--- src/rtl/gpio_hold_pkg.sv ---
package gpio_hold_pkg;
  // Register kind occupies the top three address bits.
  typedef enum logic [2:0] {
    KIND_DIR  = 3'd0,
    KIND_DOUT = 3'd1,
    KIND_PIN  = 3'd2,
    KIND_SET  = 3'd3,
    KIND_CLR  = 3'd4
  } reg_kind_e;

  localparam logic [2:0] KIND_LAST = 3'd4;

  function automatic logic kind_mapped(input logic [2:0] k);
    return k <= KIND_LAST;
  endfunction
endpackage

--- src/rtl/gpio_sync.sv ---
module gpio_sync #(
  parameter int W      = 32,
  parameter int STAGES = 2
) (
  input  logic         clk,
  input  logic         rst_n,
  input  logic [W-1:0] d,
  output logic [W-1:0] q
);
  logic [W-1:0] stg [STAGES];

  generate
    for (genvar s = 0; s < STAGES; s++) begin : g_stage
      if (s == 0) begin : g_first
        always_ff @(posedge clk or negedge rst_n) begin
          if (!rst_n) stg[0] <= '0;
          else        stg[0] <= d;
        end
      end else begin : g_next
        always_ff @(posedge clk or negedge rst_n) begin
          if (!rst_n) stg[s] <= '0;
          else        stg[s] <= stg[s-1];
        end
      end
    end
  endgenerate

  assign q = stg[STAGES-1];
endmodule

--- src/rtl/gpio_half_bank.sv ---
module gpio_half_bank #(
  parameter int W = 16
) (
  input  logic         clk,
  input  logic         rst_n,
  input  logic         wr_dir,
  input  logic         wr_dout,
  input  logic         wr_set,
  input  logic         wr_clr,
  input  logic [W-1:0] wdata,
  input  logic [W-1:0] in_sync,
  output logic [W-1:0] dir_q,
  output logic [W-1:0] dout_q,
  output logic [W-1:0] pin_val,
  output logic [W-1:0] pad_o,
  output logic [W-1:0] pad_oe
);
  logic [W-1:0] hold_q;
  logic [W-1:0] set_mask;
  logic [W-1:0] clr_mask;

  assign set_mask = wr_set ? wdata : '0;
  assign clr_mask = wr_clr ? wdata : '0;

  always_ff @(posedge clk or negedge rst_n) begin
    if (!rst_n) begin
      dir_q  <= '0;
      dout_q <= '0;
      hold_q <= '0;
    end else begin
      if (wr_dir)  dir_q  <= wdata;
      if (wr_dout) dout_q <= wdata;
      hold_q <= (hold_q | set_mask) & ~clr_mask;
    end
  end

  // Hold gates both directions; stored data is preserved for release.
  assign pad_o   = dout_q & ~hold_q;
  assign pad_oe  = dir_q;
  assign pin_val = in_sync & ~hold_q;
endmodule

--- src/rtl/gpio_regif.sv ---
module gpio_regif
  import gpio_hold_pkg::*;
#(
  parameter int HALF_W     = 16,
  parameter int NUM_HALVES = 2,
  parameter int HALF_AW    = 1,
  parameter int ADDR_W     = 4,
  localparam int NUM_SIG   = HALF_W * NUM_HALVES
) (
  input  logic                  clk,
  input  logic                  rst_n,
  input  logic                  reg_wr,
  input  logic                  reg_rd,
  input  logic [ADDR_W-1:0]     reg_addr,
  input  logic [NUM_SIG-1:0]    dir_all,
  input  logic [NUM_SIG-1:0]    dout_all,
  input  logic [NUM_SIG-1:0]    pin_all,
  output logic [NUM_HALVES-1:0] wr_dir,
  output logic [NUM_HALVES-1:0] wr_dout,
  output logic [NUM_HALVES-1:0] wr_set,
  output logic [NUM_HALVES-1:0] wr_clr,
  output logic [HALF_W-1:0]     reg_rdata,
  output logic                  reg_rvalid
);
  logic [2:0]         kind_raw;
  reg_kind_e          kind;
  logic [HALF_AW-1:0] half_idx;
  int                 hsel;
  logic               addr_ok;
  logic [HALF_W-1:0]  rd_mux;

  assign kind_raw = reg_addr[ADDR_W-1 -: 3];
  assign kind     = reg_kind_e'(kind_raw);
  assign half_idx = reg_addr[HALF_AW-1:0];
  assign hsel     = int'(half_idx);
  assign addr_ok  = kind_mapped(kind_raw) && (hsel < NUM_HALVES);

  generate
    for (genvar h = 0; h < NUM_HALVES; h++) begin : g_strobe
      logic hit;
      assign hit        = reg_wr && addr_ok && (half_idx == HALF_AW'(h));
      assign wr_dir[h]  = hit && (kind == KIND_DIR);
      assign wr_dout[h] = hit && (kind == KIND_DOUT);
      assign wr_set[h]  = hit && (kind == KIND_SET);
      assign wr_clr[h]  = hit && (kind == KIND_CLR);
    end
  endgenerate

  always_comb begin
    rd_mux = '0;
    if (addr_ok) begin
      case (kind)
        KIND_DIR:  rd_mux = dir_all[hsel*HALF_W +: HALF_W];
        KIND_DOUT: rd_mux = dout_all[hsel*HALF_W +: HALF_W];
        KIND_PIN:  rd_mux = pin_all[hsel*HALF_W +: HALF_W];
        default:   rd_mux = '0;
      endcase
    end
  end

  always_ff @(posedge clk or negedge rst_n) begin
    if (!rst_n) begin
      reg_rdata  <= '0;
      reg_rvalid <= 1'b0;
    end else begin
      reg_rvalid <= reg_rd;
      if (reg_rd) reg_rdata <= rd_mux;
    end
  end
endmodule

--- src/rtl/gpio_hold_ctrl.sv ---
module gpio_hold_ctrl #(
  parameter int HALF_W      = 16,
  parameter int NUM_HALVES  = 2,
  parameter int SYNC_STAGES = 2,
  localparam int NUM_SIG    = HALF_W * NUM_HALVES,
  localparam int HALF_AW    = (NUM_HALVES > 1) ? $clog2(NUM_HALVES) : 1,
  localparam int ADDR_W     = 3 + HALF_AW
) (
  input  logic               clk,
  input  logic               rst_n,
  input  logic               reg_wr,
  input  logic               reg_rd,
  input  logic [ADDR_W-1:0]  reg_addr,
  input  logic [HALF_W-1:0]  reg_wdata,
  output logic [HALF_W-1:0]  reg_rdata,
  output logic               reg_rvalid,
  input  logic [NUM_SIG-1:0] pad_in,
  output logic [NUM_SIG-1:0] pad_out,
  output logic [NUM_SIG-1:0] pad_oe
);
  logic [NUM_SIG-1:0]    in_sync;
  logic [NUM_SIG-1:0]    dir_all;
  logic [NUM_SIG-1:0]    dout_all;
  logic [NUM_SIG-1:0]    pin_all;
  logic [NUM_HALVES-1:0] wr_dir;
  logic [NUM_HALVES-1:0] wr_dout;
  logic [NUM_HALVES-1:0] wr_set;
  logic [NUM_HALVES-1:0] wr_clr;

  gpio_sync #(.W(NUM_SIG), .STAGES(SYNC_STAGES)) u_sync (
    .clk   (clk),
    .rst_n (rst_n),
    .d     (pad_in),
    .q     (in_sync)
  );

  gpio_regif #(
    .HALF_W     (HALF_W),
    .NUM_HALVES (NUM_HALVES),
    .HALF_AW    (HALF_AW),
    .ADDR_W     (ADDR_W)
  ) u_regif (
    .clk        (clk),
    .rst_n      (rst_n),
    .reg_wr     (reg_wr),
    .reg_rd     (reg_rd),
    .reg_addr   (reg_addr),
    .dir_all    (dir_all),
    .dout_all   (dout_all),
    .pin_all    (pin_all),
    .wr_dir     (wr_dir),
    .wr_dout    (wr_dout),
    .wr_set     (wr_set),
    .wr_clr     (wr_clr),
    .reg_rdata  (reg_rdata),
    .reg_rvalid (reg_rvalid)
  );

  generate
    for (genvar h = 0; h < NUM_HALVES; h++) begin : g_half
      gpio_half_bank #(.W(HALF_W)) u_bank (
        .clk     (clk),
        .rst_n   (rst_n),
        .wr_dir  (wr_dir[h]),
        .wr_dout (wr_dout[h]),
        .wr_set  (wr_set[h]),
        .wr_clr  (wr_clr[h]),
        .wdata   (reg_wdata),
        .in_sync (in_sync[h*HALF_W +: HALF_W]),
        .dir_q   (dir_all[h*HALF_W +: HALF_W]),
        .dout_q  (dout_all[h*HALF_W +: HALF_W]),
        .pin_val (pin_all[h*HALF_W +: HALF_W]),
        .pad_o   (pad_out[h*HALF_W +: HALF_W]),
        .pad_oe  (pad_oe[h*HALF_W +: HALF_W])
      );
    end
  endgenerate
endmodule

--- config.mk ---
export PLATFORM = sky130hd
export DESIGN_NAME = gpio_hold_ctrl
export DESIGN_NICKNAME = d
export VERILOG_FILES = /design/src/rtl/gpio_hold_pkg.sv /design/src/rtl/gpio_sync.sv /design/src/rtl/gpio_half_bank.sv /design/src/rtl/gpio_regif.sv /design/src/rtl/gpio_hold_ctrl.sv
export SDC_FILE = /design/constraint.sdc
export NUM_CORES = 1
export LEC_CHECK = 0
export ABC_AREA = 1
export BUFFER_PORTS_ARGS = -buffer_cell sky130_fd_sc_hd__buf_2
export CAP_MARGIN = 20
export CORE_ASPECT_RATIO = 1.5
export CORE_MARGIN = 2
export CORE_UTILIZATION = 40
export CTS_CLUSTER_DIAMETER = 40
export CTS_CLUSTER_SIZE = 12
export DETAILED_ROUTE_END_ITERATION = 8
export SYNTH_ARGS = -nofsm -noshare
export SYNTH_HDL_FRONTEND = slang
export SYNTH_SLANG_ARGS = --single-unit
export TNS_END_PERCENT = 5
--- constraint.sdc ---
create_clock -name clk -period 1.15 [get_ports clk]
set_input_delay 0.2875 -clock clk [delete_from_list [all_inputs] [get_ports clk]]
set_output_delay 0.2875 -clock clk [all_outputs]
set_load 0.1 [all_outputs]
### Word-level counts from Yosys, hierarchy flattened

Index checks and enable logic that the tools add are counted.

* $lt $le $gt $ge: 2
* equal/unequal tests: 4
* shift operators: 3
* mux-type cells: 6
* bitwise gates (word level): 13
* reductions and logical operators: 13

Operators with widths (count)
* bitwise AND 16 bit: 6
* variable part select 32 x 6 -> 16 bit: 3
* 2-to-1 mux 16 bit: 5
* NOT 16 bit: 4
* case mux 16 bit (3 select lines): 1
* bitwise OR 16 bit: 2
* logical AND 1 bit: 12
* == test 3 x 2 -> 1 bit, second input constant: 2
* == test 3 x 1 -> 1 bit, second input constant: 1
* == test 3 bit, second input constant: 1
* less-or-equal comparator 3 bit, second input constant: 1
* zero test 3 bit: 1
* < comparator 1 x 2 -> 1 bit, second input constant: 1
* NOT 1 bit: 1

* flip-flop bits (word level): 177
* input bits: 56
* output and inout bits: 81

### Longest topological paths before layout

* depth in word-level cells: 8
* gate-level depth with buffers: 11

### Cells and area by module

From an unflattened synthesis, not the netlist that was laid out.

* cells, all modules: 1030
* area total of the unflattened synthesis: 8267.9 µm²

Modules (own cells, without submodules)
* gpio_half_bank: times used 2, cells an instance 314, area an instance 2352.3 µm²
* gpio_sync: times used 1, cells an instance 96, area an instance 1841.8 µm²
* gpio_regif: times used 1, cells an instance 306, area an instance 1721.7 µm²

### Worst setup path before layout

No wires, ideal clock.

* kind: register to output
* from: register g_half[0].u_bank.hold_q[0]
* to: output pad_out[0]
* arrival time: 1641 ps
* data required time: 863 ps
* slack: -778 ps
* stages on the path, launching flop included: 2
* cell sequence: dfrtp_1 -> nor2_1

* word-level cells in the longest chain between the ends: 2

RTL lines
* start: declaration: RTL line gpio_half_bank.sv:18 `logic [W-1:0] hold_q;`
* start signal: assignment: RTL line gpio_half_bank.sv:33 `hold_q <= (hold_q | set_mask) & ~clr_mask;`
* NOT 16 bit: RTL line gpio_half_bank.sv:38 `assign pad_o = dout_q & ~hold_q;`
* bitwise AND 16 bit: RTL line gpio_half_bank.sv:38
* end: declaration: RTL line gpio_hold_ctrl.sv:18 `output logic [NUM_SIG-1:0] pad_out,`

Every way passes these cells.

### Final worst setup path

* from: register g_half[1].u_bank.hold_q[9]
* to: output pad_out[25]

* word-level cells in the longest chain between the ends: 2

RTL lines (RTL line)
* start: declaration: gpio_half_bank.sv:18
* start signal: assignment: gpio_half_bank.sv:33
* NOT 16 bit: gpio_half_bank.sv:38
* bitwise AND 16 bit: gpio_half_bank.sv:38

Every way passes these cells.

==> reports/qor.csv <==
metric;value;unit
status;finished, violations left;
violated checks;negative setup slack;
I/O Pins;137;
crit-path cells;nor2_4 > buf_12;
Post-Route WL;21400;um
CP peak stage delay;0.42;ns
PD cells;2030;nW/um^2
total grt overflow;0;
power share of the clock group;26.0;%
Worst-path clk slew;0.07;ns
total track usage;23.3;%
FMAX;672;MHz
commonest non-fill, non-tap cell in the layout;nand2_1;
Final GP Congestion;0.888;
Detailed Route Iter0 Violations;389;
CTS tree;built;
#FFs+latches synth;177;
Final Hold Viols;0;
CP required;0.86;ns
Max Root-Sink Buffers;2;
final period utilization;129;%
Top delay family on crit path;flip-flops;
Max Slew Vio Count;0;
later-pin clock latency in the skew report;0.43;ns
die height;170;um
slew margin rel.;72.9;%
wire per inst;16.5;um
Syn Nets;910;
final worst setup slack;-0.339;ns
Worst setup EP type;output port;
Arr. time, crit path;1.20;ns
Netlist cell types;21;
final setup vio count;81;
Initial Util;41.0;%
Gate Count Post-Synth;854;
DRC Markers;0;
internal power;0.0138;W
Port Buf Inserts;136;
Seq/Total Area, Yosys;60.0;%
vias;6367;
Sequential Power Share;35.8;%
post-route cell area;11200;um^2
cell area after synthesis;7380;um^2
vias per cell;4.90;
Slowest cell on crit path;dfrtp_1;
power share of the combinational group;38.1;%
Hold WC Path Type;in -> reg;
pin count of the biggest net entering global routing;41;
max-cap violation count;0;
P_sw;0.00905;W
total clock sinks;177;
skew final;0.00672;ns
unrepaired setup endpoints after global routing;true;
CP Class;reg -> out;
initial antenna violation count;0;
Die X;115;um
Num CTS Buffers;17;
Slew @ Worst Pin;0.406;ns
synth warn;0;
vias in the first global route;6303;
Final #Nets;1125;
share of layout cells above drive strength 1;31.7;%
fillcell total;1460;
final core utilization;62.4;%
final non-filler cell total;1299;
Rows;60;
Final min period;1.49;ns
Leakage;5.45;nW
post-route ant nets;0;
startpoint types;register;
total die area;19600;um^2
Post-DP HPWL;15800;um
Placed Cells;1222;
critical path peak fanout;3;
drt pass-1 iters;6;
most frequent cells in the layout;nand2_1 (193), dfrtp_1 (141), nand3_1 (111), inv_1 (97), buf_12 (91);
maximum vdd drop;1.17;mV
H-tree Lvls;4;
Bufs and invs on worst path;1;
Switching Share;39.6;%
first-pass GRT wire length;34500;um
Avg Inst Size Synth;8.65;um^2
Core Box Area;18000;um^2
root buffer cell;clkbuf_16;
diode count;0;
Design Power;0.0229;W
Area Growth Syn to Fin;52.3;%
worst reg2reg setup slack;0.01;ns
placed cell areas;10200;um^2
[state kept, by name (all words and copies together) (netlist names)]
signal                cells
u_sync.stg               32
u_regif.reg_rdata        16
u_regif.reg_rvalid        1
g_half.u_bank.hold_q     32
g_half.u_bank.dout_q     32
g_half.u_bank.dir_q      32
u_sync.q                 32
[stage by stage]
| step | TNS [ns] | hold WS [ns] | setup slack [ns] |
|---|---|---|---|
| after floorplan | -8.55 | -0.00809 | -0.100 |
| after global placement | -24.73 | 0.175 | -0.336 |
| after detailed placement | -25.70 | 0.175 | -0.341 |
| after CTS | -19.86 | 0.0693 | -0.353 |
| after global routing | -21.60 | 0.0849 | -0.378 |
| final | -18.63 | 0.0856 | -0.339 |
[layer usage]
metal  GRT usage (%)  routed length (um)  vias to the layer above
met5               0                   0                        -
met4            7.02                 341                        0
met3            4.67                1140                       25
met2            40.0               11100                      209
met1            29.6                8800                     3005
li1                -                   -                     3128
[power by group through the flow]
stage | Clock [W] | Sequential [W] | Combinational, W
after floorplan | 0 | 0.0100 | 0.00339
after global placement | 0 | 0.00828 | 0.00847
after detailed placement | 0 | 0.00830 | 0.00851
after CTS | 0.00608 | 0.00819 | 0.00870
after global routing | 0.00633 | 0.00831 | 0.00918
final | 0.00596 | 0.00820 | 0.00872
[cells by family (layout without fill, tap and decap cells)]
logic type | count (synthesis) | in the layout | synth area share (%)
buffers and inverters | 163 | 391 | 9.02
AOI/OAI and AO/OA | 129 | 129 | 8.78
DFF | 177 | 177 | 60.0
and+or+nand+nor | 385 | 385 | 22.2
[what timing repair did]
item | in CTS | in global routing
hold endpoints to repair | 49 | 0
endpoints found under the setup margin | 81 | 89
gates resized for setup | 8 | 13
pin swaps | 9 | 9
buffers inserted | 5 | 6
hold buffers | 34 | 0
[worst paths after layout]
kind                                                 start                          end  depth (start not counted)
worst max-delay path            g_half[1].u_bank.hold_q[9]                  pad_out[25]                          2
worst min-delay path                         reg_wdata[15]  g_half[1].u_bank.hold_q[15]                          2
worst min register to register              u_sync.stg[45]                 u_sync.q[13]                          0
min in group asynchronous                            rst_n               u_sync.stg[48]                          2
max in group asynchronous                            rst_n    g_half[0].u_bank.dir_q[9]                          3
worst max register to register  g_half[1].u_bank.hold_q[7]         u_regif.reg_rdata[7]                          8
[Yosys cell counts]
cell      count  area share (%)
nand2_1     193             9.8
dfrtp_1     177              60
inv_1       116             5.9
nand3_1     112             7.6
nor2_1       65             3.3
a21oi_1      64             4.3
o21ai_0      32             2.2
o21ai_1      32             2.2
buf_2        22             1.5
clkbuf_1      9            0.46
buf_1         6            0.31
nand4_1       6            0.51
inv_2         4            0.20
buf_4         3            0.31
nor2_2        3            0.25
buf_6         2            0.31
nand2_2       2            0.17
nand3_2       2            0.27
nor2_4        2            0.31
clkinv_1      1           0.051
o21a_1        1            0.10
[area by class of cell]
class | count | area (um^2) | share of cell area (%)
clock inverters | 13 | 158 | 1.40
flip-flops and latches | 177 | 4470 | 39.8
well taps | 217 | 272 | 2.41
clock buffers | 19 | 453 | 4.03
repair buffers | 238 | 2880 | 25.6
multi-input cells | 514 | 2560 | 22.7
inverters | 121 | 454 | 4.04
(Power assumes the default switching activity.)
